### src/rtl/cmp_chg_irq.sv
module cmp_chg_irq #(
  parameter int N = 2
) (
  input  logic           clk,
  input  logic           rst_n,
  input  logic [N-1:0]   cmp_raw,
  input  logic [N-1:0]   gpio_out,
  input  logic [N-1:0]   pin_drv_en,
  input  logic           pin_mode,
  input  logic           stat_rd,
  input  logic           stat_wr,
  input  logic [N-1:0]   stat_wdata,
  input  logic           flag_wr,
  input  logic [N-1:0]   flag_wdata,
  input  logic [N-1:0]   cmp_ie,
  input  logic           periph_ie,
  input  logic           global_ie,
  output logic [2*N-1:0] stat_rdata,
  output logic [N-1:0]   flags,
  output logic [N-1:0]   pin_out,
  output logic [N-1:0]   pin_oe,
  output logic           irq
);

  logic [N-1:0] sync1, sync2, inv_q, copy_q, flag_q;
  logic [N-1:0] cond, flag_next;
  logic         access;

  assign cond      = sync2 ^ inv_q;
  assign access    = stat_rd | stat_wr;
  assign flag_next = (flag_wr ? flag_wdata : flag_q) | (access ? '0 : (cond ^ copy_q));

  always_ff @(posedge clk or negedge rst_n) begin
    if (!rst_n) begin
      sync1  <= '0;
      sync2  <= '0;
      inv_q  <= '0;
      copy_q <= '0;
      flag_q <= '0;
    end else begin
      sync1  <= cmp_raw;
      sync2  <= sync1;
      flag_q <= flag_next;
      if (stat_wr) inv_q <= stat_wdata;
      if (access) copy_q <= sync2 ^ (stat_wr ? stat_wdata : inv_q);
    end
  end

  assign stat_rdata = {inv_q, cond};
  assign flags      = flag_q;
  assign pin_out    = pin_mode ? (cmp_raw ^ inv_q) : gpio_out;
  assign pin_oe     = pin_drv_en;
  assign irq        = (|(flag_q & cmp_ie)) & periph_ie & global_ie;

endmodule

### config.mk
export PLATFORM = sky130hd
export DESIGN_NAME = cmp_chg_irq
export DESIGN_NICKNAME = d
export VERILOG_FILES = /design/src/rtl/cmp_chg_irq.sv
export SDC_FILE = /design/constraint.sdc
export NUM_CORES = 1
export LEC_CHECK = 0
export BUFFER_PORTS_ARGS = -buffer_cell sky130_fd_sc_hd__buf_2
export CORE_AREA = 2 2 39 41
export CTS_BUF_LIST = sky130_fd_sc_hd__clkbuf_16
export DETAILED_ROUTE_END_ITERATION = 6
export DIE_AREA = 0 0 41 43
export GPL_TIMING_DRIVEN = 1
export PLACE_DENSITY_LB_ADDON = 0.25
export REMOVE_ABC_BUFFERS = 1
export SYNTH_ARGS = -nofsm -noshare
export SYNTH_HDL_FRONTEND = slang
export SYNTH_SLANG_ARGS = --single-unit
### constraint.sdc
create_clock -name clk -period 1.15 [get_ports clk]
set_input_delay 0.2875 -clock clk [delete_from_list [all_inputs] [get_ports clk]]
set_output_delay 0.2875 -clock clk [all_outputs]
set_load 0.01 [all_outputs]
### Word level (Yosys, flattened, before mapping)

Cells that the tools add are included.

* reduce and logical (&&, ||, !) cells: 1
* mux-type cells: 4
* bitwise logic cells: 9

Operators by type and width (count)
* 2-to-1 mux 2 bit: 4
* XOR 2 bit: 4
* AND 1 bit: 2
* AND 2 bit: 1
* OR 2 bit: 1
* OR reduction 2 bit: 1
* OR 1 bit: 1

* output and inout bits: 11
* register bits after elaboration: 10
* word-level logic and storage cells: 19
* bits of input ports: 20

### Logic depth before layout (Yosys ltp)

Gate-level depths: netlist of run 1.

* word-level depth: 4
* mapped depth: 4

### Worst setup path after synthesis of run 1

Ideal clock, no wire load.

* path kind: reg-to-output
* start point: reg inv_q[0]
* end point: out pin_out[0]
* stages on the path, launching flop included: 3
* arrival: 0.833 ns
* setup slack: 0.029 ns
* required time: 0.863 ns
* path through: dfrtp_1 -> xnor2_1 -> a21oi_1

* word-level cells in the longest chain between the ends: 2

RTL lines
* start: declaration: RTL line 25 `logic [N-1:0] sync1, sync2, inv_q, copy_q, flag_q;`
* start signal: assignment: RTL line 44 `if (stat_wr) inv_q <= stat_wdata;`
* XOR 2 bit: RTL line 51 `assign pin_out = pin_mode ? (cmp_raw ^ inv_q) : gpio_out;`
* 2-to-1 mux 2 bit: RTL line 51
* end: declaration: RTL line 20 `output logic [N-1:0] pin_out,`

No other way between the ends.

### Worst setup path in the final report of run 1

* start point: reg inv_q[1]
* end point: out pin_out[1]

The elaborated chain is that of the path after synthesis.

==> reports/results.ini, run 1 <==
[finish]
final_layout_size_suffix_gt1_share_pct=63.01
antenna_cells=0
stdcell_area_um2=772.0
area_growth_pct=66.76
fillCellCount=135
nets=94

[clock_tree]
htree_levels=1
clkLatencyLatePin_ns=0.23
clockBufferDepth=2
cts-root-buf=clkbuf_16
cts_tree=done
cts_inserted_buffers=3
path_clk_slew_ns=0.04
clock-sinks=10

[run]
drv_cap=0

[power]
vdd_drop_max_v=0.0008198
power_density_nw_per_um2=1694
switchingPower_mw=0.2979
clockPowerShare_pct=46.8
total_power_mw=1.308
swShare_pct=22.78
p_int_mw=1.010
p_leak_nw=0.3762
p_comb_share_pct=20.6
seq_power_share_pct=32.6

[routing]
routed_wl_um=928
drtIter0Drc=1
avgRoutedWirePerCell_um=10.43
firstDrtPassIters=2
drc_errors=0
viasPerCell=4.483
vias=399
ant_nets=0

[worst_setup_path]
startpoint=inv_q[1]
critical_path_class=flip-flop to output pin
r2r_cells=5
regToRegSetupSlack_ns=-0.15
end_kind=output pin
worstReg2RegEnd=copy_q[0]
worst_setup_path_start_kind=flip-flop
arrival_ns=1.06
worst-path-max-fanout=4
crit-reg2reg-launch=inv_q[0]
critPathRequiredTime_ns=0.86

[timing]
rsz0062_at_grt=yes
relSlewSlack_pct=85.01
max_freq_mhz=740.0
drv_slew=0
fin_crit_sh_pct=117.5
hold_viol=0
min_period_ns=1.351
worst_slew_pin_slew_ns=0.2249
fin_tns_setup_ns=-1.080
fin_skew_ns=0.001563
finalSetupViolations=7
fin_ws_ns=-0.2014

[floorplan]
die_area_um2=1763
die_h_um=43
start_util_pct=33.45
pin_count=31
die_w_um=41
rows=14
design.core.area_um2=1384

[global_routing]
grt_pass1_wl_mm=1.559
grt_overflow=0
grt_max_degree=11
grt_usage_pct=13.27
antenna_found_initial=0
grt_pass1_vias=413

[place]
place_area_um2=594.3
port_buffers=26
place_ws_ns=0.01434
globalplace.congestion=0.6312

[min_path]
min_from=cmp_raw[1]
hold_path.class=primary input to flip-flop
min_path_cells=1
hold_end=sync1[1]

[yosys]
syn_inst=39
syn_avg_cell_area_um2=11.87
yosysWarnings=0
yosys.area.top_type_share_pct=54.05
yosysTopAreaCell=dfrtp_1
synth_area_um2=462.9
ys_types=13
yosys-top-cells-area=dfrtp_1, xnor2_1, xor2_2, mux2_2, a21oi_1
yosysSeqAreaShare_pct=54.05
ys_ff_latch=10

[run_status]
violations=setup timing
status=finished, violations left

-- power by group through the flow --
stage                     sequential, mW  combinational [mW]  clock (mW)
after floorplan                    0.434               0.104           0
after global placement             0.427               0.199           0
after detailed placement           0.428               0.200           0
final                              0.426               0.270       0.612
after global routing               0.430               0.295       0.649
after CTS                          0.421               0.236       0.629
-- per-layer routing --
| layer | part of all wire, % | vias up | wire, um | track usage (%) |
|---|---|---|---|---|
| met1 | 36 | 187 | 337 | 14.58 |
| met3 | 9.1 | 0 | 84 | 4.712 |
| met2 | 54 | 19 | 505 | 21.56 |
| li1 | - | 193 | - | - |
| met5 | 0 | - | 0 | 0 |
| met4 | 0 | 0 | 0 | 6.000 |
-- logic make-up (layout without fill, tap and decap cells) --
logic type	after synthesis	after routing	synth area share [%]
muxes	4	4	9.189
and+or+nand+nor	7	7	6.217
buffers and inverters	3	37	4.052
DFF	10	10	54.05
AOI/OAI and AO/OA	7	7	8.109
xor gates and xnor gates	8	8	18.38
-- worst max-delay path, cell delays in order, from the launching register on --
cell	delay [ns]
dfrtp_2	0.43
xnor2_1	0.13
a21oi_1	0.12
buf_2	0.14
-- timing repair --
item                       in CTS  in global routing
pin swaps                       8                  3
hold endpoints to repair       10                  0
gates resized for setup         1                  9
setup endpoints to repair       5                  8
buffers inserted                4                  2
hold buffers                    1                  0
gates cloned                    0                  0
-- through the flow --
stage | hold WS, ns | instances | util, %
5_1_grt | 0.1913 | 89 | 55.79
3_5_place_dp | 0.1592 | 78 | 42.95
4_1_cts | 0.1788 | 87 | 51.99
6_report | 0.1838 | 89 | 55.79
2_1_floorplan | -0.008091 | 36 | -
3_3_place_gp | 0.1592 | 78 | 42.95
-- synth_stat cells --
cell / n
nor2_1: 5
mux2i_1: 2
clkbuf_1: 1
mux2_2: 2
nand2_1: 1
buf_4: 2
a21oi_1: 4
dfrtp_1: 10
xor2_2: 2
or2_2: 1
a22oi_1: 1
o21ai_1: 2
xnor2_1: 6
-- state kept, by name (all words and copies together), names as in the netlist --
| register | flops |
|---|---|
| copy_q | 2 |
| flags | 2 |
| inv_q | 2 |
| sync1 | 2 |
| sync2 | 2 |
-- worst max path at each step --
| stage | end | slack (ns) |
|---|---|---|
| floorplan | pin_out[0] | 0.03 |
| global placement | pin_out[1] | 0.03 |
| detailed placement | pin_out[1] | 0.01 |
| CTS | pin_out[1] | -0.22 |
| global route | pin_out[1] | -0.24 |
| finish | pin_out[1] | -0.20 |
-- cell usage in the layout, fill, tap and decap left out, types with 2 or more instances in the layout --
master	n
xnor2_1	4
dfrtp_2	2
xnor2_2	2
nor2_1	5
dfrtp_1	8
buf_6	3
xor2_2	2
a21oi_1	3
mux2i_1	2
o21ai_1	2
clkbuf_16	3
buf_4	4
buf_2	25
-- cell type report --
type	count	area (um2)	share of cell area, %
Timing Repair Buffer	33	198.9	25.77
Tap cell	16	20.02	2.593
Sequential cell	10	252.7	32.74
Clock buffer	3	75.07	9.724
Clock inverter	1	3.754	0.4862
Multi-Input combinational cell	26	221.5	28.69
Note: power is estimated with default switching activity, not from simulation.
==> inputs of run 2 (changes only) <==
ABC_AREA = 0   (was unset)
clock period = 1.5 ns   (was 1.15 ns; I/O delays follow)
==> run 2 against run 1 <==
Register-to-register slack gained 0.59 ns. Utilization decreased by 6.2 points. Die area unchanged. Clock-buffer cell count did not move. Critical path type unchanged. Cell count fell by 6.7%. The flow now finishes without violations. Cell area decreased by 11%. Setup slack gained 0.25 ns. Sequential power fell by 23%. Sequential cell count stayed put. Global-route usage down 2.6 points.
==> reports/results.ini, run 2 (synthesis results as in run 1) <==
[routing]
firstDrtPassIters=1
viasPerCell=4.530
routed_wl_um=813
avgRoutedWirePerCell_um=9.795
drc_errors=0
drtIter0Drc=0
vias=376
ant_nets=0

[place]
globalplace.congestion=0.6226
port_buffers=26
place_ws_ns=0.2562
dp_hpwl_um=631.9

[finish]
area_growth_pct=48.11
nets=88
antenna_cells=0
regArea_um2=252.7
fillCellCount=137
multi_input_area_um2=193.9
final_common_cell=buf_2
final_cell_mix=buf_2, dfrtp_1, xnor2_1, nor2_1, a21oi_1
final_layout_size_suffix_gt1_share_pct=53.73

[timing]
hold_viol=0
fin_tns_setup_ns=0
fin_crit_sh_pct=96.71
drv_slew=0
min_period_ns=1.451
fin_skew_ns=0.004611
holdWs_ns=0.2707
relSlewSlack_pct=85.44
worst_slew_pin_slew_ns=0.2185
finalSetupViolations=0
fin_ws_ns=0.04932
max_freq_mhz=689.3

[power]
clockPowerShare_pct=49.7
power_density_nw_per_um2=1382
vdd_drop_max_v=0.001208
swShare_pct=22.60
total_power_mw=0.9475
p_int_mw=0.7334
p_comb_share_pct=15.9
p_leak_nw=0.3262
seq_power_share_pct=34.4
switchingPower_mw=0.2142

[clock_tree]
path_clk_slew_ns=0.04
cts-root-buf=clkbuf_16
clockBufferDepth=2
htree_levels=1
cts_inserted_buffers=3
clock-sinks=10
postCtsSetupBuffers=0
clkLatencyLatePin_ns=0.24
cts_tree=done

[worst_setup_path]
regToRegSetupSlack_ns=0.44
end_kind=output pin
arrival_ns=1.08
critical_path_class=flip-flop to output pin
slowest_delay_ns=0.44
worst_setup_path_start_kind=flip-flop
crit_path_cell_trace=xnor2_1 > a21oi_1 > buf_2
path_buf_inv=1
critPathRequiredTime_ns=1.12
critPathTopFamily=flip-flops
worst-path-max-fanout=4
cp_slowest_cell=dfrtp_2

[floorplan]
design.core.area_um2=1384
pin_count=31
die_area_um2=1763
die_w_um=41
die_h_um=43
rows=14
start_util_pct=33.45

[run_status]
status=finished, final reports clean

[min_path]
hold_path.class=primary input to flip-flop

[run]
drv_cap=0

[global_routing]
grt_usage_pct=10.71
grt_max_degree=11
grt_pass1_wl_mm=1.221
antenna_found_initial=0
grt_overflow=0
grt_pass1_vias=343

-- run 2: changes by cell type in the layout (fill, tap and decap cells not counted) --
cell,previous run,this run
xnor2_1,4,6
a22oi_1,0,1
buf_6,3,0
buf_4,4,0
xnor2_2,2,0
a21oi_2,1,0
mux2_4,1,0
a22oi_2,1,0
mux2_2,1,2
a21oi_1,3,4
buf_2,25,26
-- run 2: final cells by class --
| cell class | instances | area share, % |
|---|---|---|
| multi-input cells | 26 | 28.28 |
| clock inverters | 1 | 0.5474 |
| well taps | 16 | 2.920 |
| clock buffers | 3 | 10.95 |
| flip-flops and latches | 10 | 36.86 |
| repair buffers | 27 | 20.44 |
-- run 2: repair_timing --
| action | in CTS | in global routing |
|---|---|---|
| endpoints found under the setup margin | 0 | 2 |
| hold endpoints to repair | 9 | 0 |
| gates resized for setup | 0 | 2 |
| hold buffers | 1 | 0 |
-- run 2: metrics by stage --
step           utilization [%]  instance area [um2]  instances
2_1_floorplan                -                444.2         36
3_3_place_gp             42.95                594.3         78
3_5_place_dp             42.95                594.3         78
4_1_cts                  49.37                683.2         83
5_1_grt                  49.55                685.7         83
6_report                 49.55                685.7         83
-- run 2: worst paths after layout --
kind / to / startpoint / depth (start not counted)
worst max-delay path: pin_out[1] / inv_q[1] / 3
worst min-delay path: sync1[0] / cmp_raw[0] / 1
worst max register to register: copy_q[1] / inv_q[1] / 3
worst min register to register: sync2[1] / sync1[1] / 0
max in group asynchronous: inv_q[1] / rst_n / 2
min in group asynchronous: flags[0] / rst_n / 2
-- run 2: power groups by stage --
stage          Combinational [mW]  Sequential [mW]  Clock, mW
2_1_floorplan              0.0797            0.333          0
3_3_place_gp                0.149            0.329          0
3_5_place_dp                0.152            0.329          0
4_1_cts                     0.155            0.325      0.488
5_1_grt                     0.170            0.329      0.503
6_report                    0.151            0.326      0.471
-- run 2: per-layer routing --
metal  track usage [%]  vias to the layer above  part of all wire [%]  wire length [um]
li1                  -                      181                     -                 -
met1             9.831                      174                    38               310
met2             18.13                       21                    48               393
met3             7.853                        0                    13               108
met4             2.000                        0                     0                 0
met5                 0                        -                     0                 0
